File: src/rtl/alu_pkg.sv
package alu_pkg;

    localparam int WORD_W  = 16;
    localparam int BYTE_W  = 8;
    localparam int DIGIT_W = 4;

    typedef enum logic [2:0] {
        OP_NONE = 3'd0,
        OP_ADC  = 3'd1,
        OP_SBC  = 3'd2,
        OP_SETM = 3'd3,
        OP_CLRM = 3'd4,
        OP_SETC = 3'd5,
        OP_CLRC = 3'd6
    } op_e;

    typedef struct packed {
        logic w;   // narrow (8-bit) mode
        logic d;   // decimal mode
        logic n;
        logic v;
        logic z;
        logic c;
    } flags_t;

    localparam int FLAG_W = $bits(flags_t);
    localparam int F_C = 0;
    localparam int F_Z = 1;
    localparam int F_V = 2;
    localparam int F_N = 3;
    localparam int F_D = 4;
    localparam int F_W = 5;

    function automatic logic is_arith(input op_e op);
        return (op == OP_ADC) || (op == OP_SBC);
    endfunction

endpackage

File: src/rtl/bcd_digit_cell.sv
module bcd_digit_cell
    import alu_pkg::*;
(
    input  logic [DIGIT_W-1:0] a_i,
    input  logic [DIGIT_W-1:0] b_i,
    input  logic               cin_i,   // carry (add) or borrow (sub)
    input  logic               sub_i,
    output logic [DIGIT_W-1:0] d_o,
    output logic               cout_o
);
    logic [DIGIT_W:0] raw;

    always_comb begin
        if (!sub_i) begin
            raw = {1'b0, a_i} + {1'b0, b_i} + {{DIGIT_W{1'b0}}, cin_i};
            if (raw > 5'd9) begin
                d_o    = raw[DIGIT_W-1:0] + 4'd6;
                cout_o = 1'b1;
            end else begin
                d_o    = raw[DIGIT_W-1:0];
                cout_o = 1'b0;
            end
        end else begin
            raw = {1'b0, a_i} - {1'b0, b_i} - {{DIGIT_W{1'b0}}, cin_i};
            if (raw[DIGIT_W]) begin
                d_o    = raw[DIGIT_W-1:0] - 4'd6;
                cout_o = 1'b1;
            end else begin
                d_o    = raw[DIGIT_W-1:0];
                cout_o = 1'b0;
            end
        end
    end
endmodule

File: src/rtl/bcd_chain.sv
module bcd_chain
    import alu_pkg::*;
#(
    parameter int DIGITS        = WORD_W / DIGIT_W,
    parameter int NARROW_DIGITS = BYTE_W / DIGIT_W
) (
    input  logic [DIGITS*DIGIT_W-1:0] a_i,
    input  logic [DIGITS*DIGIT_W-1:0] b_i,
    input  logic                      carry_flag_i,
    input  logic                      sub_i,
    input  logic                      narrow_i,
    output logic [DIGITS*DIGIT_W-1:0] sum_o,
    output logic                      carry_flag_o
);
    logic [DIGITS:0] link;
    logic            tap;

    assign link[0] = sub_i ? ~carry_flag_i : carry_flag_i;

    for (genvar g = 0; g < DIGITS; g++) begin : g_digit
        bcd_digit_cell cell_i (
            .a_i    (a_i[g*DIGIT_W +: DIGIT_W]),
            .b_i    (b_i[g*DIGIT_W +: DIGIT_W]),
            .cin_i  (link[g]),
            .sub_i  (sub_i),
            .d_o    (sum_o[g*DIGIT_W +: DIGIT_W]),
            .cout_o (link[g+1])
        );
    end

    assign tap          = narrow_i ? link[NARROW_DIGITS] : link[DIGITS];
    assign carry_flag_o = sub_i ? ~tap : tap;
endmodule

File: src/rtl/bin_addsub.sv
module bin_addsub #(
    parameter int DATA_W   = 16,
    parameter int NARROW_W = 8
) (
    input  logic [DATA_W-1:0] a_i,
    input  logic [DATA_W-1:0] b_i,
    input  logic              carry_flag_i,
    input  logic              sub_i,
    input  logic              narrow_i,
    output logic [DATA_W-1:0] sum_o,
    output logic              carry_flag_o,
    output logic              ovf_o
);
    logic [DATA_W-1:0]   bx;
    logic [DATA_W:0]     full;
    logic [NARROW_W:0]   low;
    logic                ovf_wide, ovf_narrow;

    always_comb begin
        bx   = sub_i ? ~b_i : b_i;
        full = {1'b0, a_i} + {1'b0, bx} + {{DATA_W{1'b0}}, carry_flag_i};
        low  = {1'b0, a_i[NARROW_W-1:0]} + {1'b0, bx[NARROW_W-1:0]}
             + {{NARROW_W{1'b0}}, carry_flag_i};
        ovf_wide   = (a_i[DATA_W-1] == bx[DATA_W-1]) &&
                     (full[DATA_W-1] != a_i[DATA_W-1]);
        ovf_narrow = (a_i[NARROW_W-1] == bx[NARROW_W-1]) &&
                     (low[NARROW_W-1] != a_i[NARROW_W-1]);
        sum_o        = full[DATA_W-1:0];
        carry_flag_o = narrow_i ? low[NARROW_W] : full[DATA_W];
        ovf_o        = narrow_i ? ovf_narrow : ovf_wide;
    end
endmodule

File: src/rtl/flag_unit.sv
module flag_unit
    import alu_pkg::*;
(
    input  logic              valid_i,
    input  op_e               op_i,
    input  logic [FLAG_W-1:0] mask_i,
    input  flags_t            cur_i,
    input  logic              carry_i,
    input  logic              zero_i,
    input  logic              neg_i,
    input  logic              ovf_i,
    output flags_t            nxt_o
);
    always_comb begin
        nxt_o = cur_i;
        if (valid_i) begin
            unique case (op_i)
                OP_ADC, OP_SBC: begin
                    nxt_o.c = carry_i;
                    nxt_o.z = zero_i;
                    nxt_o.n = neg_i;
                    nxt_o.v = ovf_i;
                end
                OP_SETM: nxt_o = flags_t'(cur_i | mask_i);
                OP_CLRM: nxt_o = flags_t'(cur_i & ~mask_i);
                OP_SETC: nxt_o.c = 1'b1;
                OP_CLRC: nxt_o.c = 1'b0;
                default: nxt_o = cur_i;
            endcase
        end
    end
endmodule

File: src/rtl/bcd_alu_core.sv
module bcd_alu_core
    import alu_pkg::*;
#(
    parameter int DATA_W   = WORD_W,
    parameter int NARROW_W = BYTE_W
) (
    input  logic              clk,
    input  logic              rst,
    input  logic              op_valid_i,
    input  logic [2:0]        op_code_i,
    input  logic [DATA_W-1:0] opa_i,
    input  logic [DATA_W-1:0] opb_i,
    input  logic [FLAG_W-1:0] mask_i,
    output logic [DATA_W-1:0] result_o,
    output logic [FLAG_W-1:0] flags_o
);
    localparam int DIGITS        = DATA_W / DIGIT_W;
    localparam int NARROW_DIGITS = NARROW_W / DIGIT_W;

    op_e               op;
    flags_t            flags_q, flags_d;
    logic [DATA_W-1:0] result_q, result_d;
    logic              sub, narrow, do_arith;

    logic [DATA_W-1:0] bin_sum, dec_sum, sel_sum, merged;
    logic              bin_c, bin_v, dec_c;
    logic              sel_c, sel_v, res_zero, res_neg;

    assign op       = op_e'(op_code_i);
    assign sub      = (op == OP_SBC);
    assign narrow   = flags_q.w;
    assign do_arith = op_valid_i && is_arith(op);

    bin_addsub #(.DATA_W(DATA_W), .NARROW_W(NARROW_W)) bin_i (
        .a_i          (opa_i),
        .b_i          (opb_i),
        .carry_flag_i (flags_q.c),
        .sub_i        (sub),
        .narrow_i     (narrow),
        .sum_o        (bin_sum),
        .carry_flag_o (bin_c),
        .ovf_o        (bin_v)
    );

    bcd_chain #(.DIGITS(DIGITS), .NARROW_DIGITS(NARROW_DIGITS)) dec_i (
        .a_i          (opa_i),
        .b_i          (opb_i),
        .carry_flag_i (flags_q.c),
        .sub_i        (sub),
        .narrow_i     (narrow),
        .sum_o        (dec_sum),
        .carry_flag_o (dec_c)
    );

    always_comb begin
        sel_sum = flags_q.d ? dec_sum : bin_sum;
        sel_c   = flags_q.d ? dec_c   : bin_c;
        sel_v   = flags_q.d ? 1'b0    : bin_v;
        if (narrow) begin
            merged   = {opa_i[DATA_W-1:NARROW_W], sel_sum[NARROW_W-1:0]};
            res_zero = (sel_sum[NARROW_W-1:0] == '0);
            res_neg  = sel_sum[NARROW_W-1];
        end else begin
            merged   = sel_sum;
            res_zero = (sel_sum == '0);
            res_neg  = sel_sum[DATA_W-1];
        end
        result_d = do_arith ? merged : result_q;
    end

    flag_unit flags_i (
        .valid_i (op_valid_i),
        .op_i    (op),
        .mask_i  (mask_i),
        .cur_i   (flags_q),
        .carry_i (sel_c),
        .zero_i  (res_zero),
        .neg_i   (res_neg),
        .ovf_i   (sel_v),
        .nxt_o   (flags_d)
    );

    always_ff @(posedge clk) begin
        if (rst) begin
            result_q <= '0;
            flags_q  <= '0;
        end else begin
            result_q <= result_d;
            flags_q  <= flags_d;
        end
    end

    assign result_o = result_q;
    assign flags_o  = flags_q;
endmodule

File: config.mk
export PLATFORM = sky130hd
export DESIGN_NAME = bcd_alu_core
export DESIGN_NICKNAME = d
export VERILOG_FILES = /design/src/rtl/alu_pkg.sv /design/src/rtl/bcd_digit_cell.sv /design/src/rtl/bcd_chain.sv /design/src/rtl/bin_addsub.sv /design/src/rtl/flag_unit.sv /design/src/rtl/bcd_alu_core.sv
export SDC_FILE = /design/constraint.sdc
export NUM_CORES = 1
export LEC_CHECK = 0
export CAP_MARGIN = 20
export CELL_PAD_IN_SITES_DETAIL_PLACEMENT = 0
export CELL_PAD_IN_SITES_GLOBAL_PLACEMENT = 1
export CORE_ASPECT_RATIO = 0.8
export CORE_MARGIN = 2
export CORE_UTILIZATION = 42
export CTS_CLUSTER_DIAMETER = 30
export DETAILED_ROUTE_END_ITERATION = 6
export GPL_TIMING_DRIVEN = 0
export HOLD_SLACK_MARGIN = 0.05
export PLACE_DENSITY_LB_ADDON = 0.1
export SYNTH_ARGS = -nofsm -noshare
export SYNTH_HDL_FRONTEND = slang
export SYNTH_SLANG_ARGS = --single-unit
File: constraint.sdc
create_clock -name clk -period 17 [get_ports clk]
set_input_delay 3.4 -clock clk [delete_from_list [all_inputs] [get_ports clk]]
set_output_delay 3.4 -clock clk [all_outputs]
set_load 0.005 [all_outputs]
* Yosys cells after proc, flatten, opt, wreduce, memory -nomap -nowiden *
Index checks and enable logic that the tools add are counted.

cells by class
  reductions and logical operators = 13
  shift-type cells = 0
  $lt $le $gt $ge = 4
  multiplexer cells = 39
  equality and inequality tests = 10
  divide/modulo/power cells = 0
  bitwise logic cells = 6
  multiply operators = 0
  add/sub/neg operators = 28

operators by type and width
  operator                                                                number
  16-bit 2-to-1 mux                                                       3
  4-bit 2-to-1 mux                                                        12
  1-bit 2-to-1 mux                                                        21
  4-bit by 4-bit adder with 5-bit output                                  4
  5-bit by 1-bit adder with 5-bit output                                  4
  5-bit by 4-bit > comparator with 1-bit output (second input constant)   4
  4-bit by 4-bit subtractor with 5-bit output                             4
  5-bit by 1-bit subtractor with 5-bit output                             4
  16-bit by 16-bit adder with 17-bit output                               1
  17-bit by 1-bit adder with 17-bit output                                1
  4-bit by 3-bit adder with 4-bit output (second input constant)          4
  16-bit logical NOT                                                      1
  16-bit inverter                                                         1
  4-bit by 3-bit subtractor with 4-bit output (second input constant)     4
  8-bit by 8-bit adder with 9-bit output                                  1
  9-bit by 1-bit adder with 9-bit output                                  1
  3-bit equality test (second input constant)                             3
  3-bit case mux with 3 select lines                                      1
  8-bit logical NOT                                                       1
  6-bit AND                                                               1
  3-bit by 2-bit equality test with 1-bit output (second input constant)  2
  6-bit inverter                                                          1
  6-bit OR                                                                1
  2-bit AND reduction                                                     3
  12 further kinds                                                        17

word-level totals
  latch bits = 0
  register bits = 22
  bits of input ports = 44
  memories kept = 0
  output and inout port bits = 22
  bits in read-only memories = 0
  bits in writable memories = 0
  word-level logic and storage cells = 107

* Logic depth before layout (Yosys ltp) *
Gate-level depths: netlist of run 1.

  word-level depth = 23
  mapped depth = 47
  mapped depth without buffers = 45

* By module *
A second synthesis of run 1 with hierarchy kept.

unflattened totals
  cells, all modules = 586
  area, all modules = 4857.2 µm²

modules (own cells, without submodules)
  module          times used  area each (µm²)  cells each
  bcd_digit_cell  4           579.3            72
  bcd_alu_core    1           1166.1           118
  bin_addsub      1           1012.2           125
  flag_unit       1           334.1            52
  bcd_chain       1           27.5             3

* Worst setup path after synthesis of run 1 *
Ideal clock, no wire load.

  kind = input port to flip-flop
  start = in op_code_i[2]
  end = reg flags_q (netlist bit flags_o[1])
  data required time = 16913 ps
  cell stages on the path = 45
  path slack = 4180 ps
  arrival time = 12733 ps
  path buffers = 2
  setup time = 87 ps
  path through = nand2b_1 -> buf_2 -> nor2_1 -> clkbuf_1 -> xnor2_1 -> inv_1 -> fa_1 -> fa_1 -> xor2_1 -> ha_1 -> a21boi_0 -> o31ai_2 -> o21ai_0 -> inv_1 -> fa_1 -> fa_1 -> xor2_1 -> ha_1 -> [... 9 more ...] -> a32oi_1 -> o21ai_1 -> nand2_1 -> o21ai_0 -> inv_1 -> fa_1 -> fa_1 -> xor2_1 -> ha_1 -> nand2_1 -> a32oi_1 -> o21ai_1 -> a21bo_2 -> a21oi_1 -> o21ai_0 -> nor3_1 -> a31oi_1 -> o31ai_1

on the way
  cells in the longest elaborated chain, start to end = 22
  elaborated cells on any way between the ends = 57
  classes of those cells = add/sub: 18; order compare: 4; eq/ne: 4; mux: 26; reduce/logical: 5

RTL lines
  what                                                                                                   line                                        source
  start: declaration                                                                                     bcd_alu_core.sv:10                          input logic [2:0] op_code_i,
  3-bit by 2-bit equality test with 1-bit output                                                         flag_unit.sv:17, bcd_alu_core.sv:30
  1-bit 2-to-1 mux                                                                                       bcd_chain.sv:18                             assign link[0] = sub_i ? ~carry_flag_i : carry_flag_i;
  5-bit by 1-bit adder with 5-bit output                                                                 bcd_digit_cell.sv:15                        raw = {1'b0, a_i} + {1'b0, b_i} + {{DIGIT_W{1'b0}}, cin_i};
  5-bit by 4-bit > comparator with 1-bit output                                                          bcd_digit_cell.sv:16                        if (raw > 5'd9) begin
  1-bit 2-to-1 mux                                                                                       bcd_digit_cell.sv:16
  1-bit 2-to-1 mux                                                                                       bcd_digit_cell.sv:14                        if (!sub_i) begin
  5-bit by 1-bit adder with 5-bit output                                                                 bcd_digit_cell.sv:15
  5-bit by 4-bit > comparator with 1-bit output                                                          bcd_digit_cell.sv:16
  [... 6 more ...]                                                                                       n/a
  5-bit by 1-bit adder with 5-bit output or 5-bit by 1-bit subtractor with 5-bit output (tied branches)  bcd_digit_cell.sv:15, bcd_digit_cell.sv:24
  4-bit by 3-bit adder with 4-bit output, or another cell as far along                                   bcd_digit_cell.sv:17                        d_o = raw[DIGIT_W-1:0] + 4'd6;
  4-bit 2-to-1 mux (on tied branches)                                                                    bcd_digit_cell.sv:16, bcd_digit_cell.sv:25
  4-bit 2-to-1 mux                                                                                       bcd_digit_cell.sv:14
  16-bit 2-to-1 mux                                                                                      bcd_alu_core.sv:56                          sel_sum = flags_q.d ? dec_sum : bin_sum;
  16-bit logical NOT                                                                                     bcd_alu_core.sv:65                          res_zero = (sel_sum == '0);
  1-bit 2-to-1 mux                                                                                       bcd_alu_core.sv:59                          if (narrow) begin
  3-bit case mux with 3 select lines                                                                     flag_unit.sv:17                             unique case (op_i)
  end signal: assignment                                                                                 bcd_alu_core.sv:89                          flags_q <= flags_d;
  end: declaration                                                                                       bcd_alu_core.sv:21                          flags_t flags_q, flags_d;

Parallel ways exist; a longest one is shown, timed or not.
A chain may end at the register's enable or synchronous reset.

* Final worst setup path of run 1 *
  start = in op_code_i[1]
  end = reg flags_q (netlist bit flags_o[1])

Same word-level chain as after synthesis.

==> results.md, run 1 <==
- Synth Cell Area: between 4000 and 5000 µm²
- Leak: 2.238 nW
- Fin. Hold Viols: 0
- Yosys top cell area share: 0.1771
- PwrDens: 70.66 nW/µm²
- Die width: 119.1 µm
- CTS tree: yes
- EDFF count, synth: 0
- Worst Tran Pin Value: 0.8569 ns
- Floorplan core area: between 10000 and 15000 µm²
- FP Rows: 33
- Vias in the first global route: 4145
- Slowest cell on crit path: nor2_1
- FF+latch count, synth: 22
- Slew margin rel.: 0.4239
- Max-Cap Viols: 0
- Outcome: complete, no violations
- CTS Hold Bufs: 0
- Pins Over Slew Limit: 0
- Max clock buf depth: 2
- Fin crit period: between 15 and 20 ns
- Gr usage total: 0.2267
- DRT Pass-1 Iters: 5
- Vias after detailed routing: 4400
- Peak supply drop: 0.03544 mV
- Tcrit/Tclk final: 0.8947
- WS Path Type: input pin to flip-flop
- Top post-synthesis cells by area: ha_1 18%, dfxtp_1 9.9%, fa_1 8.1%
- Crit path DAT: 15.39 ns
- Layout Utilization: 0.5226
- Post-synthesis net count: 702
- Met2 Resource Use GR: 0.3803
- N_diodes: 0
- Postcts setup bufs: 0
- CTS sink count: 22
- Chip height: 96.09 µm
- Final WL: approximately 13000 µm
- Global-route wire length before repair: 20800 µm
- CTS Buf Count: 3
- Synth Warn #: 0
- H-Tree Level Count: 1
- Maximum clock rate: between 0.06 and 0.07 GHz
- Die area: roughly 11000 µm²
- Post_cts resized: 0
- Distinct cells, synth: 69
- WP data required: approximately 17 ns
- Ys flop type: dfxtp_1
- Residual DRC: 0
- DR WL/cell: 16.70 µm
- Worst skew pair latency: 0.26 ns
- Share of layout cells above drive strength 1: 0.03411
- GR Overflow Total: 0
- Largest net degree at the start of global routing: 14
- Endpoint type of the worst setup path: flip-flop
- Largest area contributor in the netlist: ha_1
- PnR Total Power: 379.7 µW
- Crit path max fanout: 10
- Most common cell on crit path: fa_1
- I/O pin count: 66
- Met3 Use GR: 0.02073
- Initial antenna violation count: 0
- Seq/Total Area, Yosys: 0.09893
- Post-route ant nets: 0
- Initial core utilization: 0.4330
- Vias per cell: 5.605
- Worst Setup Start Kind: input pin
- CTS clock-pin slew for the worst setup and hold paths: 0.06 ns
- Hold Path Class: flip-flop to flip-flop
- Met1 usage: 0.3266
- Routability Congestion: slightly above 0.9
- Final Net Count: 771
- Unrepaired setup endpoints after global routing: no
- Detailed router's first-iteration violation count: 271
- Largest stage delay, worst path: around 0.54 ns
- CTS Root Cell: clkbuf_16
- Placed wire-length estimate: between 10000 and 15000 µm
- Area growth syn-to-layout: 20.69%
- Final Skew: 0.002329 ns
- Mapped Cells: 577
- Final TNS setup: 0 ns
- Syn Area/Cell: 7.715 µm²
- Grt peak-use layer: met2
- Number of port buffers: 64
- Post-synth ARST share: 0
- Final setup vio count: 0
==> routing by layer <==
metal | vias up | routed length (µm)
met2 | 129 | 5727
met1 | 2084 | 6536
met4 | 0 | 95
met5 | - | 0
met3 | 6 | 754
li1 | 2181 | -
==> cells by family (layout without fill, tap and decap cells) <==
group / count (synthesis) / in the layout / share of synthesized area
and+or+nand+nor: 167 / 167 / 0.1872
AOI/OAI and AO/OA: 166 / 166 / 0.2499
adders and majority gates: 81 / 81 / 0.2580
buffers and inverters: 71 / 139 / 0.06380
xor gates and xnor gates: 57 / 57 / 0.1121
DFF: 22 / 22 / 0.09893
muxes: 13 / 13 / 0.03007
==> where the power goes <==
group	switching (mW)	internal [mW]
clock	0.0201	0.0468
combinational	0.142	0.112
sequential	0.00281	0.0552
total	0.165	0.214
==> final timing paths <==
path	start	endpoint	slack, ns	cells past startpoint
worst max-delay path	op_code_i[1]	flags_o[1]$_SDFFE_PP0P_	1.79	46
worst max register to register	flags_o[0]$_SDFFE_PP0P_	flags_o[1]$_SDFFE_PP0P_	6.38	41
worst min-delay path	result_o[10]$_SDFFE_PP0P_	result_o[10]$_SDFFE_PP0P_	0.45	2
worst min register to register	result_o[10]$_SDFFE_PP0P_	result_o[10]$_SDFFE_PP0P_	0.45	2
==> synth_stat cells (4+ instances only) <==
library cell	n
nand3_1	11
inv_1	46
nor2b_1	8
xor2_1	20
and3_1	5
mux2i_1	10
clkbuf_1	16
buf_2	5
fa_1	18
nand3b_1	6
ha_1	63
nor2_1	49
dfxtp_1	22
nand2b_1	20
o21ai_0	27
xnor2_1	37
nand2_1	39
a21oi_1	49
a21o_1	8
a211oi_1	10
nor3_1	7
a211o_1	9
a31oi_1	10
or3_1	4
o211ai_1	11
==> cells in the final DEF, fill, tap and decap left out, drive strengths merged, types with 4 or more instances in the layout <==
cell | synthesis | layout
a211o | 9 | 9
a211oi | 10 | 10
a21o | 8 | 8
a21oi | 49 | 49
a31oi | 10 | 10
and3 | 5 | 5
buf | 9 | 9
clkbuf | 16 | 19
clkdlybuf4s50 | 0 | 64
dfxtp | 22 | 22
fa | 18 | 18
ha | 63 | 63
inv | 46 | 46
mux2i | 10 | 10
nand2 | 39 | 39
nand2b | 20 | 20
nand3 | 11 | 11
nand3b | 6 | 6
nor2 | 49 | 49
nor2b | 8 | 8
nor3 | 7 | 7
o211ai | 11 | 11
o21ai | 30 | 30
or3 | 4 | 4
xnor2 | 37 | 37
xor2 | 20 | 20
==> final cells by class <==
class / instances / area, µm²
clock inverters: 1 / 30.03
well taps: 140 / 175.2
multi-input cells: 484 / 3727
inverters: 46 / 172.7
plain buffers: 25 / 111.4
fillers: 1036 / 4908
repair buffers: 64 / 640.6
flip-flops and latches: 22 / 440.4
clock buffers: 3 / 75.07
==> metrics by stage <==
stage,cells,hold WS (ns),setup WS [ns],area (µm²)
after global routing,785,0.4748,1.010,5373
after floorplan,577,0.4482,4.180,4452
after CTS,785,0.4536,1.871,5373
after detailed placement,781,0.4469,1.676,5268
final,785,0.4523,1.790,5373
after global placement,781,0.4433,1.806,5268
==> state kept, by name, indices dropped and copies added (netlist names), named ones only <==
signal    cells
result_o     16
flags_o       4
==> worst max-delay path, delay by kind of cell <==
| family | cells | cell delay (ns) |
|---|---|---|
| adder cells (fa/ha/maj) | 12 | 4.34 |
| AO/OA/AOI/OAI | 16 | 3.01 |
| buffers and inverters | 7 | 1.56 |
| XOR/XNOR | 5 | 1.69 |
| AND/OR/NAND/NOR | 6 | 1.36 |
(Power assumes the default switching activity.)
==> run 2: changes to the inputs <==
Settings changed: SLEW_MARGIN set to 20.
==> results of run 2 <==
No change in the layout: final DEF, timing and power equal those of run 1.
==> run 3: changes to the inputs <==
Settings changed: GPL_ROUTABILITY_DRIVEN set to 1.
==> results of run 3 <==
No change in the layout: final DEF, timing and power equal those of run 1.
